<file path="config.mk">
export PLATFORM = sky130hd
export DESIGN_NAME = cam_burst_dma
export DESIGN_NICKNAME = d
export VERILOG_FILES = /design/src/rtl/cbd_pkg.sv /design/src/rtl/cbd_fifo.sv /design/src/rtl/cbd_seq.sv /design/src/rtl/cam_burst_dma.sv
export SDC_FILE = /design/constraint.sdc
export NUM_CORES = 1
export LEC_CHECK = 0
export ABC_AREA = 0
export CORE_ASPECT_RATIO = 1.1
export CORE_MARGIN = 4
export CORE_UTILIZATION = 40
export CTS_BUF_LIST = sky130_fd_sc_hd__clkbuf_4 sky130_fd_sc_hd__clkbuf_8
export DETAILED_ROUTE_END_ITERATION = 12
export GPL_ROUTABILITY_DRIVEN = 0
export PLACE_DENSITY = 0.55
export SLEW_MARGIN = 20
export SYNTH_ARGS = -nofsm -noshare
export SYNTH_HDL_FRONTEND = slang
export SYNTH_HIERARCHICAL = 1
export SYNTH_SLANG_ARGS = --single-unit
export TNS_END_PERCENT = 100
</file>
<file path="constraint.sdc">
create_clock -name clk -period 1.9 [get_ports clk]
set_input_delay 0.475 -clock clk [delete_from_list [all_inputs] [get_ports clk]]
set_output_delay 0.475 -clock clk [all_outputs]
set_load 0.01 [all_outputs]
</file>
<file path="src/rtl/cbd_pkg.sv">
package cbd_pkg;

  typedef enum logic [1:0] {
    ST_WAIT = 2'd0,
    ST_REQ  = 2'd1,
    ST_XFER = 2'd2
  } seq_state_e;

endpackage

</file>
<file path="src/rtl/cbd_fifo.sv">
module cbd_fifo #(
  parameter int DATA_W = 8,
  parameter int DEPTH  = 32,
  localparam int AW    = (DEPTH > 1) ? $clog2(DEPTH) : 1,
  localparam int CW    = $clog2(DEPTH + 1)
) (
  input  logic              clk,
  input  logic              rst_ni,
  input  logic              push,
  input  logic [DATA_W-1:0] push_data,
  input  logic              push_last,
  input  logic              pop,
  output logic [DATA_W-1:0] head_data,
  output logic              head_last,
  output logic [CW-1:0]     count,
  output logic              empty,
  output logic              full,
  output logic              last_pending
);

  logic [DATA_W:0] mem [DEPTH];
  logic [AW-1:0]   wptr_q, wptr_d, rptr_q, rptr_d;
  logic [CW-1:0]   cnt_q, cnt_d, lcnt_q, lcnt_d;

  // storage: no reset, written only on accepted pushes
  always_ff @(posedge clk) begin
    if (push) mem[wptr_q] <= {push_last, push_data};
  end

  always_comb begin
    wptr_d = wptr_q;
    rptr_d = rptr_q;
    if (push) wptr_d = (wptr_q == AW'(DEPTH - 1)) ? '0 : wptr_q + AW'(1);
    if (pop)  rptr_d = (rptr_q == AW'(DEPTH - 1)) ? '0 : rptr_q + AW'(1);

    unique case ({push, pop})
      2'b10:   cnt_d = cnt_q + CW'(1);
      2'b01:   cnt_d = cnt_q - CW'(1);
      default: cnt_d = cnt_q;
    endcase

    unique case ({push && push_last, pop && mem[rptr_q][DATA_W]})
      2'b10:   lcnt_d = lcnt_q + CW'(1);
      2'b01:   lcnt_d = lcnt_q - CW'(1);
      default: lcnt_d = lcnt_q;
    endcase
  end

  always_ff @(posedge clk or negedge rst_ni) begin
    if (!rst_ni) begin
      wptr_q <= '0;
      rptr_q <= '0;
      cnt_q  <= '0;
      lcnt_q <= '0;
    end else begin
      wptr_q <= wptr_d;
      rptr_q <= rptr_d;
      cnt_q  <= cnt_d;
      lcnt_q <= lcnt_d;
    end
  end

  assign head_data    = mem[rptr_q][DATA_W-1:0];
  assign head_last    = mem[rptr_q][DATA_W];
  assign count        = cnt_q;
  assign empty        = (cnt_q == '0);
  assign full         = (cnt_q == CW'(DEPTH));
  assign last_pending = (lcnt_q != '0);

  assert_no_overflow_R11: assert property (@(posedge clk) disable iff (!rst_ni)
    push |-> (cnt_q < CW'(DEPTH)));

  assert_no_underflow_R4: assert property (@(posedge clk) disable iff (!rst_ni)
    pop |-> (cnt_q != '0));

  assert_last_bound_R7: assert property (@(posedge clk) disable iff (!rst_ni)
    lcnt_q <= cnt_q);

endmodule

</file>
<file path="src/rtl/cbd_seq.sv">
module cbd_seq
  import cbd_pkg::*;
#(
  parameter int BURST = 16,
  localparam int BW   = (BURST > 1) ? $clog2(BURST) : 1
) (
  input  logic clk,
  input  logic rst_ni,
  input  logic rd_strobe,
  input  logic halt,
  input  logic burst_ready,
  input  logic fifo_empty,
  input  logic head_last,
  input  logic last_pending,
  output logic pop,
  output logic req_on,
  output logic eoi,
  output logic underrun_evt
);

  seq_state_e    st_q, st_d;
  logic [BW-1:0] beat_q, beat_d;
  logic          seen_q, seen_d;
  logic          eoi_q, eoi_d;
  logic          serve, delivered, burst_end;

  always_comb begin
    serve        = rd_strobe && (st_q != ST_WAIT);
    pop          = serve && !seen_q && !fifo_empty;
    underrun_evt = rd_strobe && fifo_empty && !last_pending && !seen_q;
    delivered    = seen_q || (pop && head_last);
    burst_end    = serve && (beat_q == BW'(BURST - 1));

    st_d   = st_q;
    beat_d = beat_q;
    seen_d = seen_q;
    eoi_d  = 1'b0;

    unique case (st_q)
      ST_WAIT: begin
        if (!halt && burst_ready) st_d = ST_REQ;
      end
      ST_REQ: begin
        if (serve) begin
          st_d   = ST_XFER;
          beat_d = BW'(1);
          seen_d = delivered;
        end
      end
      ST_XFER: begin
        if (burst_end) begin
          st_d   = ST_WAIT;
          beat_d = '0;
          seen_d = 1'b0;
          eoi_d  = delivered;
        end else if (serve) begin
          beat_d = beat_q + BW'(1);
          seen_d = delivered;
        end
      end
      default: st_d = ST_WAIT;
    endcase
  end

  always_ff @(posedge clk or negedge rst_ni) begin
    if (!rst_ni) begin
      st_q   <= ST_WAIT;
      beat_q <= '0;
      seen_q <= 1'b0;
      eoi_q  <= 1'b0;
    end else begin
      st_q   <= st_d;
      beat_q <= beat_d;
      seen_q <= seen_d;
      eoi_q  <= eoi_d;
    end
  end

  assign req_on = (st_q == ST_REQ) && !halt;
  assign eoi    = eoi_q;

  assert_first_read_leaves_req_R3: assert property (@(posedge clk) disable iff (!rst_ni)
    (st_q == ST_REQ && rd_strobe) |=> (st_q == ST_XFER));

  assert_eoi_single_R7: assert property (@(posedge clk) disable iff (!rst_ni)
    eoi_q |=> !eoi_q);

  assert_halt_blocks_start_R10: assert property (@(posedge clk) disable iff (!rst_ni)
    (st_q == ST_WAIT && halt) |=> (st_q == ST_WAIT));

  assert_burst_wraps_R5: assert property (@(posedge clk) disable iff (!rst_ni)
    (st_q == ST_XFER && rd_strobe && beat_q == BW'(BURST - 1)) |=> (st_q == ST_WAIT && beat_q == '0));

  assert_pad_after_end_R6: assert property (@(posedge clk) disable iff (!rst_ni)
    (seen_q && rd_strobe) |-> !pop);

endmodule

</file>
<file path="src/rtl/cam_burst_dma.sv">
module cam_burst_dma #(
  parameter int          DATA_W = 8,
  parameter int          DEPTH  = 32,
  parameter int          BURST  = 16,
  parameter logic [DATA_W-1:0] PAD = '0,
  localparam int         CW     = $clog2(DEPTH + 1)
) (
  input  logic              clk,
  input  logic              rst_n,
  input  logic              wr_valid,
  input  logic [DATA_W-1:0] wr_data,
  input  logic              wr_last,
  output logic              wr_ready,
  input  logic              rd_strobe,
  output logic [DATA_W-1:0] rd_data,
  input  logic              req_pol,
  input  logic              halt,
  output logic              dreq,
  output logic              eoi_irq,
  output logic              underrun
);

  // reset: asserted asynchronously, released on the clock
  logic [1:0] rst_sync_q;
  logic       rst_ni;

  always_ff @(posedge clk or negedge rst_n) begin
    if (!rst_n) rst_sync_q <= '0;
    else        rst_sync_q <= {rst_sync_q[0], 1'b1};
  end
  assign rst_ni = rst_sync_q[1];

  logic [DATA_W-1:0] head_data;
  logic              head_last, fifo_empty, fifo_full, last_pending;
  logic [CW-1:0]     fifo_count;
  logic              push, pop, req_on, eoi, underrun_evt, burst_ready;

  assign push        = wr_valid && !fifo_full;
  assign burst_ready = (fifo_count >= CW'(BURST)) || last_pending;

  cbd_fifo #(.DATA_W(DATA_W), .DEPTH(DEPTH)) u_fifo (
    .clk          (clk),
    .rst_ni       (rst_ni),
    .push         (push),
    .push_data    (wr_data),
    .push_last    (wr_last),
    .pop          (pop),
    .head_data    (head_data),
    .head_last    (head_last),
    .count        (fifo_count),
    .empty        (fifo_empty),
    .full         (fifo_full),
    .last_pending (last_pending)
  );

  cbd_seq #(.BURST(BURST)) u_seq (
    .clk          (clk),
    .rst_ni       (rst_ni),
    .rd_strobe    (rd_strobe),
    .halt         (halt),
    .burst_ready  (burst_ready),
    .fifo_empty   (fifo_empty),
    .head_last    (head_last),
    .last_pending (last_pending),
    .pop          (pop),
    .req_on       (req_on),
    .eoi          (eoi),
    .underrun_evt (underrun_evt)
  );

  // read data register and sticky underrun flag
  logic [DATA_W-1:0] rdata_q, rdata_d;
  logic              rdata_en;
  logic              urun_q, urun_d;

  always_comb begin
    rdata_en = rd_strobe;
    rdata_d  = pop ? head_data : PAD;
    urun_d   = urun_q || underrun_evt;
  end

  always_ff @(posedge clk or negedge rst_ni) begin
    if (!rst_ni) begin
      rdata_q <= '0;
      urun_q  <= 1'b0;
    end else begin
      if (rdata_en) rdata_q <= rdata_d;
      urun_q <= urun_d;
    end
  end

  assign wr_ready = !fifo_full;
  assign rd_data  = rdata_q;
  assign dreq     = req_on ^ req_pol;
  assign eoi_irq  = eoi;
  assign underrun = urun_q;

  assert_req_release_R3: assert property (@(posedge clk) disable iff (!rst_ni)
    ((dreq != req_pol) && rd_strobe) |=> (dreq == req_pol));

  assert_underrun_sticky_R9: assert property (@(posedge clk) disable iff (!rst_ni)
    urun_q |=> urun_q);

  assert_irq_follows_read_R7: assert property (@(posedge clk) disable iff (!rst_ni)
    eoi_irq |-> $past(rd_strobe));

  assert_halt_quiet_R10: assert property (@(posedge clk) disable iff (!rst_ni)
    halt |-> (dreq == req_pol));

endmodule

</file>
==> results of run 1 <==
-- placed cells by master, fill, tap and decap left out, types with 4 or more instances in the layout --
cell type	n
edfxtp_1	288
buf_4	107
mux2i_1	79
clkbuf_8	53
nand2_1	40
nor2_4	39
buf_6	39
dfrtp_1	38
mux4_2	34
a22oi_1	28
clkdlybuf4s50_1	24
nand3_1	21
clkbuf_4	18
inv_1	17
nand4_1	16
clkinv_1	15
mux2_4	15
o21ai_1	13
nor2_2	12
buf_12	12
ha_4	11
ha_1	11
clkinv_2	7
nand2_2	7
nand3_2	7
o21ai_0	7
nor2_1	6
mux2_2	6
xor2_1	5
nand2_8	5
inv_2	4
or3_1	4
buf_16	4
nor2b_1	4
nand2b_1	4
o21ai_2	4
a21oi_1	4
-- state kept, by name, indices dropped and copies added, names as in the netlist --
register / flops
u_fifo/lcnt_q: 6
u_fifo/rptr_q: 5
underrun: 1
rst_sync_q: 2
u_seq/seen_q: 1
rd_data: 8
u_seq/eoi: 1
u_seq/st_q: 2
u_fifo/mem: 288
u_fifo/count: 6
u_seq/beat_q: 4
u_fifo/wptr_q: 5
-- through the flow --
step | power, mW | hold slack, ns
after floorplan | 13.8 | 0.179
after detailed placement | 16.8 | 0.275
after global placement | 16.7 | 0.276
after global routing | 25.7 | 0.0307
after CTS | 24.3 | 0.0200
final | 24.5 | 0.0556
-- report_power, final --
part	internal (mW)	switching (mW)	total, mW	leakage (nW)
Combinational	4.77	5.16	9.92	2.68
Clock	2.96	2.75	5.71	0.521
Sequential	8.53	0.358	8.89	3.11
Total	16.3	8.27	24.5	6.31
-- final cells by class --
| type | count | area, sq um |
|---|---|---|
| clock buffers | 71 | 865 |
| clock inverters | 25 | 118 |
| fillers | 2721 | 15700 |
| inverters | 21 | 78.8 |
| multi-input cells | 457 | 4680 |
| flip-flops and latches | 329 | 9680 |
| well taps | 432 | 541 |
| repair buffers | 191 | 1910 |
-- worst reg2reg max path, cell delays in order, from the launching register on --
cell and delay [ns]:
dfrtp_1 0.40, buf_6 0.14, mux2i_1 0.11, mux4_2 0.48, a22o_4 0.27, nor4b_4 0.33, ha_4 0.27, ha_4 0.24
nor4bb_4 0.15, nor3_2 0.13, o311ai_2 0.13, xor2_1 0.16
-- what timing repair did --
action | CTS | global route
buffers inserted | 29 | 16
endpoints found under the setup margin | 326 | 334
resized for setup | 167 | 42
pin swaps | 49 | 33
gates cloned | 16 | 7
-- how the worst min path moves through the flow --
stage	start	end	slack [ns]	cells after the start
after floorplan	rst_n	rst_sync_q[0]	0.18	0
after global placement	rst_sync_q[1]	u_fifo/count[0]	0.28	0
after detailed placement	rst_sync_q[1]	u_fifo/count[0]	0.27	0
after CTS	rst_n	rst_sync_q[0]	0.02	1
after global routing	rst_n	rst_sync_q[0]	0.03	1
final	rst_n	rst_sync_q[0]	0.06	1
-- per-layer routing --
layer  vias to the layer above  track usage  part of all wire
met5                         -            0                 0
met4                         0       0.0539             0.024
met3                        58       0.0302             0.044
met2                       189        0.297              0.49
met1                      4175        0.260              0.44
li1                       3726            -                 -
-- logic make-up after synthesis --
kind of cell               synth area share
other                              0.000274
xor gates and xnor gates            0.00511
AOI/OAI and AO/OA                    0.0431
adders and majority gates            0.0230
buffers and inverters                0.0215
and+or+nand+nor                      0.0677
muxes                                 0.133
DFF                                   0.706
==> flow_summary.ini, run 1 <==
[clock_tree]
postCtsHoldBufs = 0
clk_pin_slew_ns = 0.06
htree_levels = 2
cts_tree = yes
cts_buffers = 53
clockBufferDepth = 3
clock-sinks = 329
cts-root-buf = clkbuf_8
insertion_delay_ns = 0.59

[placed_design]
dp_cells = 1372
pre_cts_slack_ns = -1.21
placed_area_sq_um = 15500
place.port_buffers = 26
dp_hpwl_mm = 20.4

[global_routing]
grt-ovfl-total = 0
grt_max_degree = 33
grt_pass1_wl_mm = 51.7
grt_pass1_vias = 8336
antenna_found_initial = 0
grt_util_all_layers = 0.184

[critical_path]
critPathMostFrequentCell = ha_4
cp_top_family = simple AND/OR/NAND/NOR gates
path_cells = buf_6, mux2i_1, mux4_2, a22o_4, nor4b_4, ha_4, ha_4, nor4bb_4, nor3_2, o311ai_2, xor2_1
r2r_slack_ns = -1.05
cp-endpoint = u_fifo/lcnt_q[5]
path_buf_inv = 1
cp_num_cells = 11
worstPathArrival_ns = 3.39
cp_slowest_cell = mux4_2
crit_start = u_fifo/rptr_q[2]
critPathCaptureType = flop
crit_required_ns = 2.35
cp_max_fo = 6
rr_worst_depth = 11
reg2reg_to = u_fifo/lcnt_q[5]
cpPeakStageDelay_ns = 0.48
rr_startpoint = u_fifo/rptr_q[2]
cp-start-kind = flop
critPathKind = reg2reg

[sta]
period_minus_slack_ns = 2.95
worst_pin_slew_ns = 0.768
fin_setup_tns_ns = -124.29
fin_worst_skew_ns = 0.0180
max_clock_freq_mhz = 339
setup_viol = 331
fin_ws_ns = -1.05
max-slew-margin-rel = 0.486
grt_setup_unrepaired = yes
finalCritPeriodShare = 1.55
finalHoldViolations = 0
drv_slew = 0

[job]
cap_violations = 0

[synth]
syn_nets = 866
postSynthCellCount = 827
synth_top_cells_by_count = 288 x edfxtp_1, 82 x mux2i_1, 52 x nand2_1, 41 x dfrtp_1, 38 x nor2_1
avgSynthCellArea_sq_um = 16.6
yosys.area.top_type = edfxtp_1
synth_top_cells_by_area = edfxtp_1 63%, dfrtp_1 7.5%, mux2i_1 6.0%, mux4_2 5.6%, ha_1 2.0%
synthDominantCellAreaShare = 0.631
ys_seq_elements = 329
ys_types = 60
seq_area_frac_synth = 0.706
synth_most_common_cell = edfxtp_1
async_flop_share = 0.125
synth_warnings = 6
synth-edff-count = 288
synthesis.area_sq_um = 13700
synthFlopType = edfxtp_1

[layout]
drive_gt1_frac = 0.397
area_growth_pct = 30.4
diodes = 0
postLayoutCoreUtil = 0.533
fin_area_sq_um = 17900
fin_nets = 1092
fin_cells = 1526

[floorplan]
start_util = 0.409
coreArea_sq_um = 33500
fp.dieH_microns = 202
design.die.area_sq_um = 37300
boundaryPins = 27
die_w_microns = 184
rows = 70

[drt]
drc = 0
drt_iter0_markers = 599
drt_pass1_iterations = 5
routed_via_density = 5.34
finalWirelength_mm = 34.7
avgRoutedWirePerCell_microns = 22.7
via_count = 8148
drtAntennaViolNets = 0

[power]
ir_worst_vdd_mv = 0.954
leakage_nw = 6.31
p_per_area_nw_per_um2 = 1370

[status]
status = complete, but fails checks
violations = negative setup slack

[hold_path]
hp-class = in2async
No activity file was read; power rests on OpenSTA's default activity.
==> run 2: changes to the inputs <==
--- a/config.mk
+++ b/config.mk
@@ -13,7 +13,7 @@
 export DETAILED_ROUTE_END_ITERATION = 12
 export GPL_ROUTABILITY_DRIVEN = 0
 export PLACE_DENSITY = 0.55
-export SLEW_MARGIN = 20
+export SLEW_MARGIN = 40
 export SYNTH_ARGS = -nofsm -noshare
 export SYNTH_HDL_FRONTEND = slang
 export SYNTH_HIERARCHICAL = 1
==> constraint.sdc (replaced) <==
create_clock -name clk -period 2.96 [get_ports clk]
set_input_delay 0.74 -clock clk [delete_from_list [all_inputs] [get_ports clk]]
set_output_delay 0.74 -clock clk [all_outputs]
set_load 0.01 [all_outputs]
==> flow_summary.ini, run 2 (synthesis results as in run 1) <==
[drt]
avgRoutedWirePerCell_microns = 21.6
drtAntennaViolNets = 0
drt_pass1_iterations = 5
via_count = 7562
drt_iter0_markers = 516
routed_via_density = 5.22
finalWirelength_mm = 31.3
drc = 0

[critical_path]
path_cells = buf_6, mux2i_1, mux4_2, a22o_4, nor4b_4, ha_4, ha_4, nor4bb_1, nor3_1, o311ai_2, xor2_1
rr_startpoint = u_fifo/rptr_q[2]
cp_slowest_cell = mux4_2
crit_start = u_fifo/rptr_q[2]
worstPathArrival_ns = 3.42
cpPeakStageDelay_ns = 0.51
critPathMostFrequentCell = ha_4
path_buf_inv = 1
cp_max_fo = 6
critPathKind = reg2reg
cp_top_family = multiplexers
critPathCaptureType = flop
cp-start-kind = flop
crit_required_ns = 3.42

[floorplan]
fp.dieH_microns = 202
design.die.area_sq_um = 37300
die_w_microns = 184
coreArea_sq_um = 33500
rows = 70
start_util = 0.409
boundaryPins = 27

[clock_tree]
htree_levels = 2
cts_buffers = 53
clockBufferDepth = 3
insertion_delay_ns = 0.59
cts_tree = yes
clock-sinks = 329
cts-root-buf = clkbuf_8
postCtsHoldBufs = 0
clk_pin_slew_ns = 0.06

[global_routing]
antenna_found_initial = 0
grt_pass1_wl_mm = 47.9
grt-ovfl-total = 0
grt_pass1_vias = 7841
grt_max_degree = 34
grt_util_all_layers = 0.171

[status]
violations = negative setup slack
status = complete, but fails checks

[sta]
max_clock_freq_mhz = 337
grt_setup_unrepaired = yes
finalHoldViolations = 0
max-slew-margin-rel = 0.521
worst_pin_slew_ns = 0.718
period_minus_slack_ns = 2.96
fin_ws_ns = -0.00333
drv_slew = 0
setup_viol = 1
finalCritPeriodShare = 1.00
fin_worst_skew_ns = 0.0194
fin_setup_tns_ns = -0.00333

[layout]
nFillCells = 2873
postLayoutCoreUtil = 0.488
fin_nets = 1015
fin_area_sq_um = 16400
final_cell_mix = 288 x edfxtp_1, 101 x buf_4, 82 x mux2i_1
final_common_cell = edfxtp_1
largest-register = u_fifo/mem
area_growth_pct = 19.5
diodes = 0
drive_gt1_frac = 0.280
largest_reg_flops = 288

[power]
p_per_area_nw_per_um2 = 877
leakage_nw = 5.85
power.total_mw = 14.4
ir_worst_vdd_mv = 0.421

[placed_design]
placed_area_sq_um = 15100
place.port_buffers = 26
dp_hpwl_mm = 20.1
pre_cts_slack_ns = -0.281

[hold_path]
hp-class = in2async

[job]
cap_violations = 0
-- run 2: cell count changes in the layout (fill, tap and decap cells not counted), moves of 7 or more --
| cell | previous run | this run |
|---|---|---|
| nand3_2 | 7 | 0 |
| mux2_4 | 15 | 1 |
| mux2_2 | 6 | 20 |
| buf_12 | 12 | 3 |
| o21ai_1 | 13 | 1 |
| o21ai_0 | 7 | 20 |
| nand3_1 | 21 | 28 |
| nor2_2 | 12 | 1 |
| nor2_1 | 6 | 38 |
| buf_6 | 39 | 3 |
| nor2_4 | 39 | 0 |
| nand2_1 | 40 | 52 |
-- run 2: routing by layer --
| metal | share of wire | up-vias | GRT usage |
|---|---|---|---|
| met5 | 0 | - | 0 |
| met4 | 0.025 | 0 | 0.0528 |
| met3 | 0.047 | 50 | 0.0295 |
| met2 | 0.49 | 176 | 0.279 |
| met1 | 0.44 | 3807 | 0.235 |
| li1 | - | 3529 | - |
-- run 2: timing repair --
action / 4_1_cts / 5_1_grt
gates cloned: 0 / 0
gates resized for setup: 13 / 17
endpoints found under the hold margin: 0 / 0
pin swaps: 4 / 6
setup buffers: 3 / 2
setup endpoints to repair: 6 / 6
-- run 2: report_power, final --
group / internal (mW) / switching (mW) / leakage, nW
Clock: 2.22 / 1.74 / 0.577
Sequential: 5.47 / 0.347 / 3.11
Combinational: 2.09 / 2.49 / 2.17
-- run 2: worst register-to-register path, cell delays in order (launching register included) --
cell,delay [ns]
dfrtp_1,0.40
buf_6,0.14
mux2i_1,0.11
mux4_2,0.51
a22o_4,0.29
nor4b_4,0.25
ha_4,0.24
ha_4,0.22
nor4bb_1,0.12
nor3_1,0.25
o311ai_2,0.15
xor2_1,0.15
-- run 2: final cells by class --
cell class | instances | area [sq um] | area share
Clock inverter | 22 | 176 | 0.0108
Timing Repair Buffer | 133 | 1110 | 0.0675
Inverter | 21 | 78.8 | 0.00481
Tap cell | 432 | 541 | 0.0330
Sequential cell | 329 | 9680 | 0.591
Multi-Input combinational cell | 438 | 3890 | 0.238
Clock buffer | 74 | 900 | 0.0549
-- run 2: worst paths after layout --
check / end / slack (ns) / cells after the start
worst max-delay path: u_fifo/lcnt_q[5] / -0.003 / 11
worst min-delay path: rst_sync_q[0] / 0.31 / 1
worst max register to register: u_fifo/lcnt_q[5] / -0.003 / 11
worst min register to register: u_fifo/count[4] / 0.32 / 0
max in group asynchronous: u_fifo/wptr_q[0] / 2.03 / 1
min in group clk: rst_sync_q[1] / 0.35 / 0
-- run 2: stage by stage --
stage / instances / hold WS, ns
floorplan: 827 / 0.331
global placement: 1349 / 0.336
detailed placement: 1349 / 0.335
CTS: 1448 / 0.267
global route: 1449 / 0.297
finish: 1449 / 0.313
